==> src/rtl/da_ip_pkg.sv <==
package da_ip_pkg;
   localparam int unsigned TAPS  = 4;
   localparam int unsigned SLOTS = 1 << TAPS;

   typedef enum logic [1:0] {
      ST_IDLE = 2'd0,
      ST_ACC  = 2'd1,
      ST_FIN  = 2'd2
   } da_state_e;
endpackage

==> src/rtl/da_sum_table.sv <==
// Subset-sum table over a sliding four-sample window.
// Bit j of the slot index selects x[n-j]. On refill, odd slots take the new
// sample plus the old slot k>>1 (seven adders, slot 1 needs none); even slots
// copy old slot k>>1.
module da_sum_table
   import da_ip_pkg::*;
#(
   parameter int unsigned XW = 8,
   parameter int unsigned TW = XW + 2
) (
   input  logic                 clk,
   input  logic                 rst_n,
   input  logic                 load,
   input  logic [XW-1:0]        x_in,
   output logic [TW-1:0]        slot_o [SLOTS]
);
   if (TW < XW + 2) begin : g_bad_tw
      $error("da_sum_table: TW must hold a four-sample sum");
   end

   logic [TW-1:0] x_ext;
   assign x_ext = {{(TW-XW){x_in[XW-1]}}, x_in};

   assign slot_o[0] = '0;

   for (genvar k = 1; k < SLOTS; k++) begin : g_slot
      logic [TW-1:0] q;
      logic [TW-1:0] nxt;
      if (k == 1) begin : g_new
         assign nxt = x_ext;
      end else if ((k % 2) == 1) begin : g_add
         assign nxt = x_ext + slot_o[k >> 1];
      end else begin : g_move
         assign nxt = slot_o[k >> 1];
      end
      always_ff @(posedge clk or negedge rst_n) begin
         if (!rst_n)    q <= '0;
         else if (load) q <= nxt;
      end
      assign slot_o[k] = q;
   end

   // newest sample lands in slot 1, and the previous newest moves to slot 2
   assert_slot_new_R2: assert property (@(posedge clk) disable iff (!rst_n)
      load |=> (slot_o[1] == $past(x_ext)) && (slot_o[2] == $past(slot_o[1])))
      else $error("slot refill mismatch");
   // without a refill the window is frozen
   assert_slot_hold_R6: assert property (@(posedge clk) disable iff (!rst_n)
      !load |=> $stable(slot_o[15]) && $stable(slot_o[1]))
      else $error("table changed without load");
endmodule

==> src/rtl/da_slice_mux.sv <==
// 16:1 selection of a table entry by one bit slice of the four weights.
module da_slice_mux
   import da_ip_pkg::*;
#(
   parameter int unsigned TW = 10
) (
   input  logic [TW-1:0]   slot_i [SLOTS],
   input  logic [TAPS-1:0] sel_i,
   output logic [TW-1:0]   pick_o
);
   always_comb pick_o = slot_i[sel_i];
endmodule

==> src/rtl/da_csa_acc.sv <==
// Carry-save accumulator. The addend is sign-extended, weighted by its bit
// position and inverted on the last (sign) slice.
module da_csa_acc #(
   parameter int unsigned TW = 10,
   parameter int unsigned AW = 18,
   parameter int unsigned WW = 8,
   localparam int unsigned CW = $clog2(WW)
) (
   input  logic          clk,
   input  logic          rst_n,
   input  logic          clr,
   input  logic          step,
   input  logic          last,
   input  logic [CW-1:0] shamt_i,
   input  logic [TW-1:0] pick_i,
   output logic [AW-1:0] sum_o,
   output logic [AW-1:0] carry_o
);
   if (AW <= TW) begin : g_bad_aw
      $error("da_csa_acc: AW must exceed TW");
   end

   logic [AW-1:0] add_ext, addend, s_nxt, c_nxt;

   always_comb begin
      add_ext = {{(AW-TW){pick_i[TW-1]}}, pick_i} << shamt_i;
      addend  = last ? ~add_ext : add_ext;
      s_nxt   = sum_o ^ carry_o ^ addend;
      c_nxt   = ((sum_o & carry_o) | (sum_o & addend) | (carry_o & addend)) << 1;
   end

   always_ff @(posedge clk or negedge rst_n) begin
      if (!rst_n) begin
         sum_o   <= '0;
         carry_o <= '0;
      end else if (clr) begin
         sum_o   <= '0;
         carry_o <= '0;
      end else if (step) begin
         sum_o   <= s_nxt;
         carry_o <= c_nxt;
      end
   end

   // each computation starts from an empty accumulator
   assert_acc_clear_R8: assert property (@(posedge clk) disable iff (!rst_n)
      clr |=> (sum_o == '0) && (carry_o == '0))
      else $error("accumulator not cleared");
   // the accumulator only moves on a step
   assert_acc_hold_R5: assert property (@(posedge clk) disable iff (!rst_n)
      (!clr && !step) |=> $stable(sum_o) && $stable(carry_o))
      else $error("accumulator moved while idle");
endmodule

==> src/rtl/da_inner_product.sv <==
module da_inner_product
   import da_ip_pkg::*;
#(
   parameter int unsigned XW = 8,
   parameter int unsigned WW = 8,
   localparam int unsigned AW = XW + WW + 2
) (
   input  logic          clk,
   input  logic          rst_n,
   input  logic          start,
   input  logic [XW-1:0] x_in,
   input  logic [WW-1:0] w0_in,
   input  logic [WW-1:0] w1_in,
   input  logic [WW-1:0] w2_in,
   input  logic [WW-1:0] w3_in,
   input  logic [AW-1:0] d_in,
   output logic [AW-1:0] y_out,
   output logic [AW:0]   e_out,
   output logic          done
);
   localparam int unsigned TW = XW + 2;
   localparam int unsigned CW = $clog2(WW);

   if (WW < 2 || XW < 2) begin : g_bad_width
      $error("da_inner_product: XW and WW must be at least 2");
   end

   da_state_e     state;
   logic [CW-1:0] bit_idx;
   logic [WW-1:0] wsh [TAPS];
   logic [AW-1:0] d_q;
   logic [TAPS-1:0] slice;
   logic [TW-1:0] slot [SLOTS];
   logic [TW-1:0] pick;
   logic [AW-1:0] acc_s, acc_c, y_sum;
   logic          load, step, last;

   assign load = (state == ST_IDLE) && start;
   assign step = (state == ST_ACC);
   assign last = step && (bit_idx == CW'(WW - 1));

   for (genvar j = 0; j < TAPS; j++) begin : g_slice
      assign slice[j] = wsh[j][0];
   end

   da_sum_table #(.XW(XW), .TW(TW)) u_table (
      .clk(clk), .rst_n(rst_n), .load(load), .x_in(x_in), .slot_o(slot)
   );

   da_slice_mux #(.TW(TW)) u_mux (
      .slot_i(slot), .sel_i(slice), .pick_o(pick)
   );

   da_csa_acc #(.TW(TW), .AW(AW), .WW(WW)) u_acc (
      .clk(clk), .rst_n(rst_n), .clr(load), .step(step), .last(last),
      .shamt_i(bit_idx), .pick_i(pick), .sum_o(acc_s), .carry_o(acc_c)
   );

   assign y_sum = acc_s + acc_c + AW'(1);

   always_ff @(posedge clk or negedge rst_n) begin
      if (!rst_n) begin
         state   <= ST_IDLE;
         bit_idx <= '0;
         for (int j = 0; j < int'(TAPS); j++) wsh[j] <= '0;
         d_q     <= '0;
         y_out   <= '0;
         e_out   <= '0;
         done    <= 1'b0;
      end else begin
         done <= 1'b0;
         case (state)
            ST_IDLE: if (start) begin
               wsh[0]  <= w0_in;
               wsh[1]  <= w1_in;
               wsh[2]  <= w2_in;
               wsh[3]  <= w3_in;
               d_q     <= d_in;
               bit_idx <= '0;
               state   <= ST_ACC;
            end
            ST_ACC: begin
               for (int j = 0; j < int'(TAPS); j++) wsh[j] <= wsh[j] >> 1;
               bit_idx <= bit_idx + CW'(1);
               if (last) state <= ST_FIN;
            end
            ST_FIN: begin
               y_out <= y_sum;
               e_out <= {d_q[AW-1], d_q} - {y_sum[AW-1], y_sum};
               done  <= 1'b1;
               state <= ST_IDLE;
            end
            default: state <= ST_IDLE;
         endcase
      end
   end

   // cycle counter for the latency check
   logic [15:0] chk_cyc;
   always_ff @(posedge clk or negedge rst_n) begin
      if (!rst_n)                chk_cyc <= '0;
      else if (load)             chk_cyc <= '0;
      else if (chk_cyc != '1)    chk_cyc <= chk_cyc + 16'd1;
   end

   assert_done_pulse_R5: assert property (@(posedge clk) disable iff (!rst_n)
      done |=> !done)
      else $error("done longer than one cycle");
   assert_done_latency_R5: assert property (@(posedge clk) disable iff (!rst_n)
      done |-> (32'(chk_cyc) == WW + 1))
      else $error("done at wrong latency");
   assert_busy_start_R6: assert property (@(posedge clk) disable iff (!rst_n)
      (state != ST_IDLE && start) |=> $stable(d_q))
      else $error("start accepted while busy");
   assert_zero_slice_R7: assert property (@(posedge clk) disable iff (!rst_n)
      (step && slice == '0) |-> (pick == '0))
      else $error("zero slice gave nonzero addend");
endmodule

==> config.mk <==
export PLATFORM = sky130hd
export DESIGN_NAME = da_inner_product
export DESIGN_NICKNAME = d
export VERILOG_FILES = /design/src/rtl/da_ip_pkg.sv /design/src/rtl/da_sum_table.sv /design/src/rtl/da_slice_mux.sv /design/src/rtl/da_csa_acc.sv /design/src/rtl/da_inner_product.sv
export SDC_FILE = /design/constraint.sdc
export NUM_CORES = 1
export LEC_CHECK = 0
export ABC_AREA = 1
export BUFFER_PORTS_ARGS = -buffer_cell sky130_fd_sc_hd__buf_4
export CAP_MARGIN = 20
export CORE_MARGIN = 2
export CORE_UTILIZATION = 23
export CTS_CLUSTER_SIZE = 30
export DETAILED_ROUTE_END_ITERATION = 8
export PLACE_DENSITY = 0.43
export RECOVER_POWER = 50
export SLEW_MARGIN = 20
export SYNTH_ARGS = -nofsm -noshare
export SYNTH_HDL_FRONTEND = slang
export SYNTH_SLANG_ARGS = --single-unit
==> constraint.sdc <==
create_clock -name clk -period 3.5 [get_ports clk]
set_input_delay 0 -clock clk [delete_from_list [all_inputs] [get_ports clk]]
set_output_delay 0 -clock clk [all_outputs]
set_load 0.01 [all_outputs]
Yosys cells after proc, flatten, opt, wreduce, memory -nomap -nowiden
Index checks and enable logic that the tools add are counted.

storage, ports and cells
  output and inout port bits = 38
  register bits after elaboration = 271
  memories kept = 0
  RAM bits = 0
  word-level logic and storage cells = 78
  ROM bits = 0
  bits in latches = 0

operators by class
  shift operators = 1
  reduce and logical (&&, ||, !) cells = 8
  divide/modulo/power cells = 0
  eq/ne operators = 5
  multiply operators = 0
  muxes and demuxes = 16
  bitwise gates (word level) = 9
  add/sub/neg operators = 11
  magnitude comparators = 1

operators by type and width
  operator                                        number
  2-to-1 mux 18 bit                               5
  case mux 32 bit (2 select lines)                1
  AND 17 bit                                      3
  adder 10 bit                                    4
  binary-select mux 10 bit (select 4 bit)         1
  XOR 18 bit                                      2
  bitwise OR 17 bit                               2
  2-to-1 mux 32 bit                               1
  adder 8 x 8 -> 9 bit                            3
  2-to-1 mux 10 bit                               2
  subtractor 18 x 18 -> 19 bit                    1
  adder 18 x 1 -> 18 bit (second input constant)  1
  adder 18 bit                                    1
  inverter 18 bit                                 1
  << shifter 18 x 3 -> 18 bit                     1
  case mux 3 bit (2 select lines)                 1
  AND reduction 2 bit                             3
  >= comparator 5 bit (second input constant)     1
  inverter 4 -> 5 bit                             1
  2-to-1 mux 2 bit                                2
  case mux 2 bit (2 select lines)                 1
  nonzero test 2 bit                              2
  adder 3 x 1 -> 3 bit (second input constant)    1
  == test 3 bit (second input constant)           1
  8 further kinds                                 9

Depth between registers and ports, before layout
  word-level depth = 12
  depth in mapped cells = 22

Modules after synthesis
Synthesis repeated with hierarchy kept, for this count alone.

second synthesis, totals
  cell total of the unflattened synthesis = 2554
  area total of the unflattened synthesis = 18117.4 um^2

by module, submodules not included
  module            area an instance (um^2)  sequential area each (um^2)  cells each  instances
  da_sum_table      7951.4                   3403.3                       1023        1
  da_inner_product  5806.8                   2327.2                       761         1
  da_csa_acc        2302.2                   875.8                        285         1
  da_slice_mux      2057.0                   0.0                          485         1

Least setup slack after synthesis
No wires, ideal clock.

  path kind = register to register
  start point = reg u_acc.sum_o[7]
  end point = reg e_out[18]
  path slack = 642 ps
  data required time = 3383 ps
  cell stages (with the launch flop) = 21
  data arrival time = 2740 ps
  path buffers = 0
  setup time = 117 ps
  cell sequence = dfrtp_1 -> ha_1 -> nand2_1 -> inv_1 -> nand2_1 -> nand2_1 -> a21oi_1 -> nand2_1 -> nand3_1 -> nand2_1 -> a21o_1 -> a21oi_1 -> xor2_1 -> inv_1 -> ha_1 -> inv_1 -> o21bai_1 -> a21oi_1 -> nand4_1 -> nand3_1 -> nand2_1

between the ends
  word-level cells in the longest chain between the ends = 3

RTL lines
  element                       line                    RTL
  from (decl)                   da_csa_acc.sv:16        output logic [AW-1:0] sum_o,
  from (signal assigned)        da_csa_acc.sv:40        sum_o <= s_nxt;
  adder 18 bit                  da_inner_product.sv:59  assign y_sum = acc_s + acc_c + AW'(1);
  adder 18 x 1 -> 18 bit        da_inner_product.sv:59
  subtractor 18 x 18 -> 19 bit  da_inner_product.sv:89  e_out <= {d_q[AW-1], d_q} - {y_sum[AW-1], y_sum};
  to (signal assigned)          da_inner_product.sv:89
  to (decl)                     da_inner_product.sv:18  output logic [AW:0] e_out,

Every way passes these cells.
A chain may end at the register's enable or synchronous reset.

Worst setup path after layout
  start point = reg u_acc.sum_o[0]
  end point = reg e_out[17]

between the ends
  word-level cells in the longest chain between the ends = 3

RTL lines
  element                       line                    RTL
  adder 18 bit                  da_inner_product.sv:59
  adder 18 x 1 -> 18 bit        da_inner_product.sv:59
  via y_sum[0]                  da_inner_product.sv:35  logic [AW-1:0] acc_s, acc_c, y_sum;
  subtractor 18 x 18 -> 19 bit  da_inner_product.sv:89

The timed path passes the listed nets, and every way through them passes these cells.

==> results_dict.tcl <==
set metrics [dict create \
    hp-start "x_in[1]" \
    clock_sinks 264 \
    layout_commonest_cell "nand2_1" \
    final_net_count 2346 \
    cts_root_buf "clkbuf_16" \
    status "finished with violations" \
    ant_nets 0 \
    final_cell_area_um2 19410 \
    netlist_area_um2 15940 \
    min_path_cells 7 \
    wl_per_cell_um 15.53 \
    switching_share_pct 47.20 \
    track_usage_pct 13.62 \
    seq_area_frac_synth_pct 41.46 \
    setup_viol 0 \
    hp-class "input port to register" \
    dp_hpwl_um 34530 \
    fin_util_pct 28.29 \
    startpoint_type "register" \
    place_area_um2 17730 \
    synth_top_cell_area_share_pct 41.46 \
    port_buffers 98 \
    io_pins 99 \
    die_x_um 267.2 \
    reg2regPathDepth 20 \
    firstDrtPassIters 5 \
    synth_largest_area_cell "dfrtp_1" \
    synthTopCellsByArea "dfrtp_1 41%, nand2_1 15%, ha_1 7.1%" \
    synth.ff_latch_count 264 \
    drtIter0Drc 960 \
    grt_pass1_wl_um 76870 \
    die_h_um 267.2 \
    final_hold_viol_count 0 \
    ys_warn_count 0 \
    area_growth_syn_to_layout_pct 21.78 \
    drive_gt1_share_pct 8.622 \
    crit_path_start "u_acc.sum_o[0]" \
    cts_buffers 35 \
    p_seq_share_pct 26.1 \
    tns_ps 0 \
    switchingPower_mw 9.888 \
    end_kind "register" \
    crit_type "register to register" \
    start_util_pct 23.23 \
    worstReg2RegStart "u_acc.sum_o[0]" \
    whs_ps 119.1 \
    grt_max_degree 205 \
    cp.required_ps 3980 \
    grt_overflow 0 \
    cp.arrival_ps 3740 \
    fp.coreArea_um2 68590 \
    drc 0 \
    dieArea_um2 71410 \
    p_clk_share_pct 17.7 \
    slew_headroom_pct -73.98 \
    syn_inst 2034 \
    power_mw 20.95 \
    slew_viol_final 93 \
    max_freq_ghz 0.3070 \
    fp-row-count 96 \
    clock_latency_ps 550 \
    gp_congestion 0.8312 \
    whs_endpoint "u_table.g_slot[15].q[3]" \
    clockBufferDepth 3 \
    grt_pass1_vias 13777 \
    fin_crit_sh_pct 93.06 \
    path_clk_slew_ps 60 \
    synth_cell_types 46 \
    p_int_mw 11.06 \
    power.leakage_nw 9.204 \
    maxCapViolCount 1 \
    layout_common_cells "631 x nand2_1, 264 x dfrtp_1, 200 x o21ai_0" \
    tightest_slew_ps 2610 \
    cp_max_fo 4 \
    num_antenna_cells 0 \
    tritoncts "done" \
    cts_max_level 2 \
    max-vdd-ir-drop_mv 0.3481 \
    r2r-end "e_out[17]" \
    drt_wl_total_um 48510 \
    fin_skew_ps 28.46 \
    antenna_found_initial 0 \
    powerDensity_nw_per_um2 1079 \
    vias 13796 \
    via_per_inst 4.418 \
    violations "capacitance limit, slew limit" \
    synth.net_count 2210 \
    avgSynthCellArea_um2 7.834 \
    rrSetupSlack_ps 240 \
    combinationalPowerShare_pct 56.1 \
    fin_crit_ps 3257 \
]
-- metal layers --
metal	vias to the layer above	wire [µm]	part of all wire, %	track usage (%)
li1	6958	-	-	-
met1	6599	22740	47	18.15
met2	193	23370	48	23.22
met3	46	1611	3.3	2.106
met4	0	789	1.6	2.930
met5	-	0	0	0
-- power groups by stage --
stage | combinational [mW] | clock (mW) | sequential, mW
after floorplan | 8.46 | 0 | 5.25
after global placement | 11.7 | 0 | 5.46
after detailed placement | 11.9 | 0 | 5.50
after CTS | 12.0 | 3.86 | 5.46
after global routing | 13.4 | 4.00 | 5.65
final | 11.8 | 3.72 | 5.47
-- how the worst max path moves through the flow --
stage / depth (start not counted) / slack [ps] / end
floorplan: 20 / 640 / e_out[18]
global placement: 19 / 290 / e_out[17]
detailed placement: 20 / 160 / e_out[18]
CTS: 20 / 130 / e_out[18]
global route: 20 / -50 / e_out[17]
finish: 20 / 240 / e_out[17]
-- stage by stage --
step                      setup WS, ps  cells
after floorplan                  642.2   2034
after global placement           286.3   3004
after detailed placement         164.6   3004
after CTS                        126.7   3121
after global routing            -48.04   3123
final                            242.9   3123
-- area by class of cell --
type                    instances  area [µm²]
well taps                     931        1165
repair buffers                188        1484
fillers                      7367       49180
clock buffers                  51        1047
multi-input cells            1483        8228
clock inverters                 8       130.1
flip-flops and latches        264        6606
inverters                     198       745.7
-- flip-flops by register name, indices dropped and copies added (netlist names) --
signal / count
state: 2
d_q: 18
u_table.g_slot.nxt: 28
y_out: 18
u_acc.carry_o: 17
u_table.g_slot.q: 108
slice: 4
e_out: 19
done: 1
wsh: 28
bit_idx: 3
u_acc.sum_o: 18
-- repair_timing --
action                                 4_1_cts  5_1_grt
buffers inserted                             0        2
setup endpoints to repair                    0        4
endpoints found under the hold margin      155        0
gates resized for setup                      0       13
hold buffers                                58        0
-- Yosys cell counts, drive strengths merged --
cell type    n
o221ai       9
a21oi       67
nor2       114
xnor2       22
clkinv       2
nand4        9
o22ai       42
o21a         4
o21bai       7
o211ai      33
a31oi        9
or2          6
a211oi       2
and2         6
nand2      641
inv        196
xor2        40
o21ai      213
ha          90
o2111ai      4
clkbuf      59
a21o         1
buf         30
a21boi       7
nor3         5
nand3      111
a22oi        6
o31ai       10
fa          25
dfrtp      264
-- kinds of logic (layout without fill, tap and decap cells) --
family	count (synthesis)	count (layout)	share of synthesized area, %
AO/OA/AOI/OAI	414	414	14.97
XOR/XNOR	62	62	3.408
adder cells (fa/ha/maj)	115	115	10.21
buffers and inverters	287	445	7.428
flip-flops	264	264	41.46
AND/OR/NAND/NOR	892	892	22.53
-- critical path: stages (launching register included) --
cell	delay [ps]
dfrtp_1	350
inv_1	90
fa_1	460
inv_1	130
nand3_1	80
nand2_1	140
xnor2_1	220
ha_1	340
a21oi_1	140
inv_1	50
a31oi_1	240
o21ai_1	150
nand3_1	90
nand2_1	110
nand3_1	110
nand2_1	90
nand2_1	90
nand2_1	60
nand2_1	80
nand3_1	90
nand2_1	70
(Power assumes the default switching activity.)
